===== config.mk =====
export PLATFORM = sky130hd
export DESIGN_NAME = ocm_timer
export DESIGN_NICKNAME = d
export VERILOG_FILES = /design/src/rtl/ocm_timer.sv
export SDC_FILE = /design/constraint.sdc
export NUM_CORES = 1
export LEC_CHECK = 0
export CAP_MARGIN = 20
export CELL_PAD_IN_SITES_DETAIL_PLACEMENT = 1
export CELL_PAD_IN_SITES_GLOBAL_PLACEMENT = 2
export CORE_MARGIN = 2
export CORE_UTILIZATION = 37
export DETAILED_ROUTE_END_ITERATION = 8
export DONT_BUFFER_PORTS = 1
export GPL_TIMING_DRIVEN = 0
export PLACE_DENSITY = 0.85
export REMOVE_ABC_BUFFERS = 1
export SETUP_SLACK_MARGIN = 0.15
export SLEW_MARGIN = 25
export SYNTH_ARGS = -nofsm -noshare
export SYNTH_HDL_FRONTEND = slang
export SYNTH_SLANG_ARGS = --single-unit
export TNS_END_PERCENT = 5

===== constraint.sdc =====
create_clock -name clk -period 3 [get_ports clk]
set_clock_uncertainty 0.1 [all_clocks]
set_input_delay 0.15 -clock clk [delete_from_list [all_inputs] [get_ports clk]]
set_output_delay 0.15 -clock clk [all_outputs]
set_load 0.01 [all_outputs]

===== src/rtl/ocm_timer.sv =====
module ocm_timer #(
  parameter int NCH = 4,
  parameter int CW  = 16,
  parameter int PW  = 16
) (
  input  logic              clk,
  input  logic              rst_n,
  input  logic              en,
  input  logic [PW-1:0]     psc,
  input  logic [CW-1:0]     reload,
  input  logic [NCH*CW-1:0] cmp,
  input  logic [NCH-1:0]    mode,
  input  logic [NCH-1:0]    pol,
  output logic [NCH-1:0]    wave
);

  logic [PW-1:0]          pre;
  logic [CW-1:0]          cnt, rl_a;
  logic [NCH-1:0][CW-1:0] cmp_a;
  logic [NCH-1:0]         tq, hit, lvl;
  logic                   init, tick, wrap;

  assign tick = en && !init && (pre >= psc);
  assign wrap = tick && (cnt >= rl_a);

  for (genvar i = 0; i < NCH; i++) begin : g_ch
    assign hit[i]  = tick && mode[i] && (cnt == cmp_a[i]);
    assign lvl[i]  = mode[i] ? tq[i] : (cnt < cmp_a[i]);
    assign wave[i] = lvl[i] ^ pol[i];
  end

  always_ff @(posedge clk or negedge rst_n) begin
    if (!rst_n) begin
      pre   <= '0;
      cnt   <= '0;
      rl_a  <= '0;
      cmp_a <= '0;
      tq    <= '0;
      init  <= 1'b1;
    end else begin
      init <= 1'b0;
      if (init || wrap) begin
        rl_a <= reload;
        for (int i = 0; i < NCH; i++) cmp_a[i] <= cmp[i*CW +: CW];
      end
      if (tick) begin
        pre <= '0;
        cnt <= wrap ? '0 : cnt + 1'b1;
      end else if (en && !init) begin
        pre <= pre + 1'b1;
      end
      tq <= tq ^ hit;
    end
  end

endmodule


==> results.json <==
{
  "hold_violations": 117,
  "global_route.peak_usage_layer": "met2",
  "rr_endpoint": "cmp_a[1]",
  "place.port_buffers": 0,
  "fillerInstances": 2083,
  "gr-usage-met2_pct": 39.76,
  "layout_worst_path_cycle_share_pct": 101.9,
  "worst_hold_path_type": "in -> async",
  "h-tree-depth": 4,
  "finalInstanceArea_sq_um": 10400,
  "worstPathBufferInverterCount": 1,
  "outcome": "complete, but fails checks",
  "place_congestion": 0.7935,
  "final.hold.worst_slack_ps": -687.1,
  "worst_rel_slew_slack_pct": 47.86,
  "grt_pass1_vias": 6836,
  "drive_gt1_share_pct": 26.67,
  "crit_path_frequent_cell": "sky130_fd_sc_hd__a21o_1",
  "area_fraction_of_the_dominant_cell_type_after_synthesis_pct": 39.00,
  "cts_buffers": 17,
  "maximum_number_of_pins_on_one_net_before_global_route_repair": 118,
  "dr.first_iter.drc_count": 194,
  "track_usage_pct": 20.84,
  "dieWidth_um": 145.8,
  "post-route-util_pct": 53.10,
  "netSwitchingPower_mw": 1.450,
  "coreArea_sq_um": 19590,
  "synthDistinctLibCells": 50,
  "drt_wl_total_um": 24570,
  "synth-main-ff-cell": "sky130_fd_sc_hd__dfrtp_1",
  "tritoncts": "done",
  "fmaxAchievable_mhz": 327.0,
  "p_int_mw": 3.560,
  "critical_path.slowest_cell": "sky130_fd_sc_hd__dfrtp_2",
  "vias_per_cell": 5.422,
  "critical_path.max_stage_delay_ps": 450,
  "fin_total_pwr_mw": 5.010,
  "setup-tns-final_ps": -71.44,
  "critical_path.startpoint_type": "register",
  "reg2reg_from": "pre[9]",
  "cts_buffer_depth": 2,
  "crit_path_max_fanout": 4,
  "place_ws_ps": -749.6,
  "grt_first_pass_wirelength_um": 35100,
  "yosys.cell_count.top_type": "sky130_fd_sc_hd__dfrtp_1",
  "clock_root_cell": "sky130_fd_sc_hd__clkbuf_16",
  "design.final.nets": 1062,
  "grt.met1_usage_pct": 22.96,
  "netlist.top_cell.by_area": "sky130_fd_sc_hd__dfrtp_1",
  "route.detailed.wl_per_inst_um": 21.57,
  "clk-insertion-delay-late_ps": 430,
  "via_count": 6176,
  "rsz0062_at_grt": "yes",
  "r2r_slack_ps": 20,
  "synth-seq-cells": 117,
  "post-route-worst-setup-slack_ps": -58.34,
  "number_of_enable_flip_flop_cells_after_synthesis": 0,
  "cp-end-kind": "output pin",
  "timing.critical_path.max_delay_family": "compound AO/OA/AOI/OAI gates",
  "rows": 51,
  "power_frac_clock_pct": 39.3,
  "grt_overflow": 0,
  "violations": "negative hold slack, negative setup slack",
  "share_of_async_settable_or_async_resettable_flops_after_synthesis_pct": 100.0,
  "area.growth.synth_to_final_pct": 39.75,
  "report.final.setup_viol": 2,
  "initial_antenna_violation_count": 4,
  "hpwlAfterDp_um": 14470,
  "dpl_cell_area_sq_um": 7791,
  "number_of_ports_placed_on_the_die_boundary": 111,
  "timing_worst_slew_pin_value_ps": 780.5,
  "initial_utilization_pct": 38.00,
  "worstSetupPathType": "reg -> out",
  "use_met3_pct": 3.887,
  "worst_ep_required_time_ps": 2750,
  "synthTopCellsByArea": "sky130_fd_sc_hd__dfrtp_1 39%, sky130_fd_sc_hd__ha_1 16%, sky130_fd_sc_hd__mux2_2 8.3%",
  "syn_avg_cell_area_sq_um": 10.47,
  "numClockSinks": 117,
  "cts.clk_slew.worst_paths_ps": 60,
  "synth.yosys.seq_area_share_pct": 39.35,
  "dr.pass1.iters": 4,
  "power.static_leakage_nw": 5.099,
  "critPathArrivalTime_ps": 2810,
  "post_synth_inst_count": 711,
  "cp_cell_sequence": "buf_4 > ha_4 > a21o_1 > a21o_1 > a2111oi_4 > o21bai_2 > or4_1 > o211ai_1",
  "power.sequential.fraction_pct": 37.9,
  "fin_crit_ps": 3058,
  "ff2ff_path_depth": 9,
  "ys.warnings.count": 0,
  "syn-cell-area_sq_um": 7443,
  "netlist_top_cells_count": "116 x sky130_fd_sc_hd__dfrtp_1, 100 x sky130_fd_sc_hd__inv_1, 98 x sky130_fd_sc_hd__ha_1, 55 x sky130_fd_sc_hd__mux2_2, 32 x sky130_fd_sc_hd__o21ai_0",
  "vdd.ir_drop.worst_mv": 0.4129,
  "drv.max_cap_violation_count": 0,
  "pwr-share-comb_pct": 22.8,
  "power_per_cell_area_nw_per_um2": 481.6,
  "switching_share_pct": 28.95,
  "floorplan.die_area_sq_um": 21270,
  "report.final.slew_viol_count": 0,
  "hold_buffers": 84,
  "ant_nets": 0,
  "drc_errors_left": 0,
  "chipHeight_um": 145.8
}
[cells in the final DEF (no fill, tap or decap), types with 16 or more instances in the layout]
cell type	count
sky130_fd_sc_hd__a21o_1	22
sky130_fd_sc_hd__a21oi_1	16
sky130_fd_sc_hd__buf_4	43
sky130_fd_sc_hd__clkbuf_16	22
sky130_fd_sc_hd__dfrtp_1	100
sky130_fd_sc_hd__dfrtp_2	16
sky130_fd_sc_hd__dlygate4sd3_1	84
sky130_fd_sc_hd__ha_1	85
sky130_fd_sc_hd__inv_1	98
sky130_fd_sc_hd__mux2_4	68
sky130_fd_sc_hd__nand2_1	27
sky130_fd_sc_hd__nand3_1	17
sky130_fd_sc_hd__nand4_1	17
sky130_fd_sc_hd__nor2_1	30
sky130_fd_sc_hd__o21ai_0	25
[kinds of logic after synthesis]
group	synth area share [%]
AO/OA/AOI/OAI	11.87
multiplexers	12.10
flip-flops	39.35
other	0.05038
buffers and inverters	6.640
AND/OR/NAND/NOR	11.40
adder cells (fa/ha/maj)	16.47
XOR/XNOR	2.118
[worst max path at each step]
stage / slack (ps) / endpoint / startpoint / cells past startpoint
2_1_floorplan: -960 / cmp_a[10] / cnt[0] / 8
4_1_cts: -110 / wave[0] / cnt[9] / 7
3_5_place_dp: -750 / cmp_a[48] / cnt[15] / 9
5_1_grt: -140 / wave[1] / cnt[9] / 8
3_3_place_gp: -1840 / rl_a[10] / cnt[15] / 7
6_report: -60 / wave[1] / cnt[9] / 8
[metrics by stage]
step / hold WS (ps) / cells
detailed placement: -241.8 / 966
CTS: -696.7 / 1100
floorplan: -245.6 / 696
finish: -687.1 / 1139
global placement: -241.8 / 961
global route: -700.3 / 1139
[what timing repair did]
action | 4_1_cts | 5_1_grt
setup buffers | 18 | 31
setup endpoints to repair | 112 | 99
endpoints found under the hold margin | 203 | 117
pin swaps | 14 | 26
resized for setup | 42 | 117
cloned | 0 | 4
[area by class of cell]
cell class / count / area (sq um) / area share [%]
Antenna cell: 4 / 10.01 / 0.09622
Clock buffer: 23 / 478.0 / 4.595
Clock inverter: 9 / 77.57 / 0.7457
Inverter: 100 / 377.9 / 3.632
Multi-Input combinational cell: 479 / 4695 / 45.13
Sequential cell: 117 / 2949 / 28.35
Tap cell: 265 / 331.6 / 3.187
Timing Repair Buffer: 142 / 1484 / 14.27
[routing by layer]
layer | up-vias | part of all wire (%)
met5 | - | 0
met4 | 0 | 2.2
met3 | 37 | 2.7
met2 | 139 | 55
met1 | 3165 | 40
li1 | 2835 | -
[flip-flops by register name, summed over array words and instances (netlist names)]
name	cells
tq	4
cmp_a	64
pre	16
init	1
rl_a	16
cnt	16
[power by group through the flow]
stage	logic, mW	clock network [mW]	registers [mW]
global placement	0.634	0	1.90
global route	1.26	2.06	1.92
floorplan	0.542	0	1.85
CTS	0.888	1.96	1.88
finish	1.14	1.97	1.90
detailed placement	0.715	0	1.91
No activity file was read; power rests on OpenSTA's default activity.
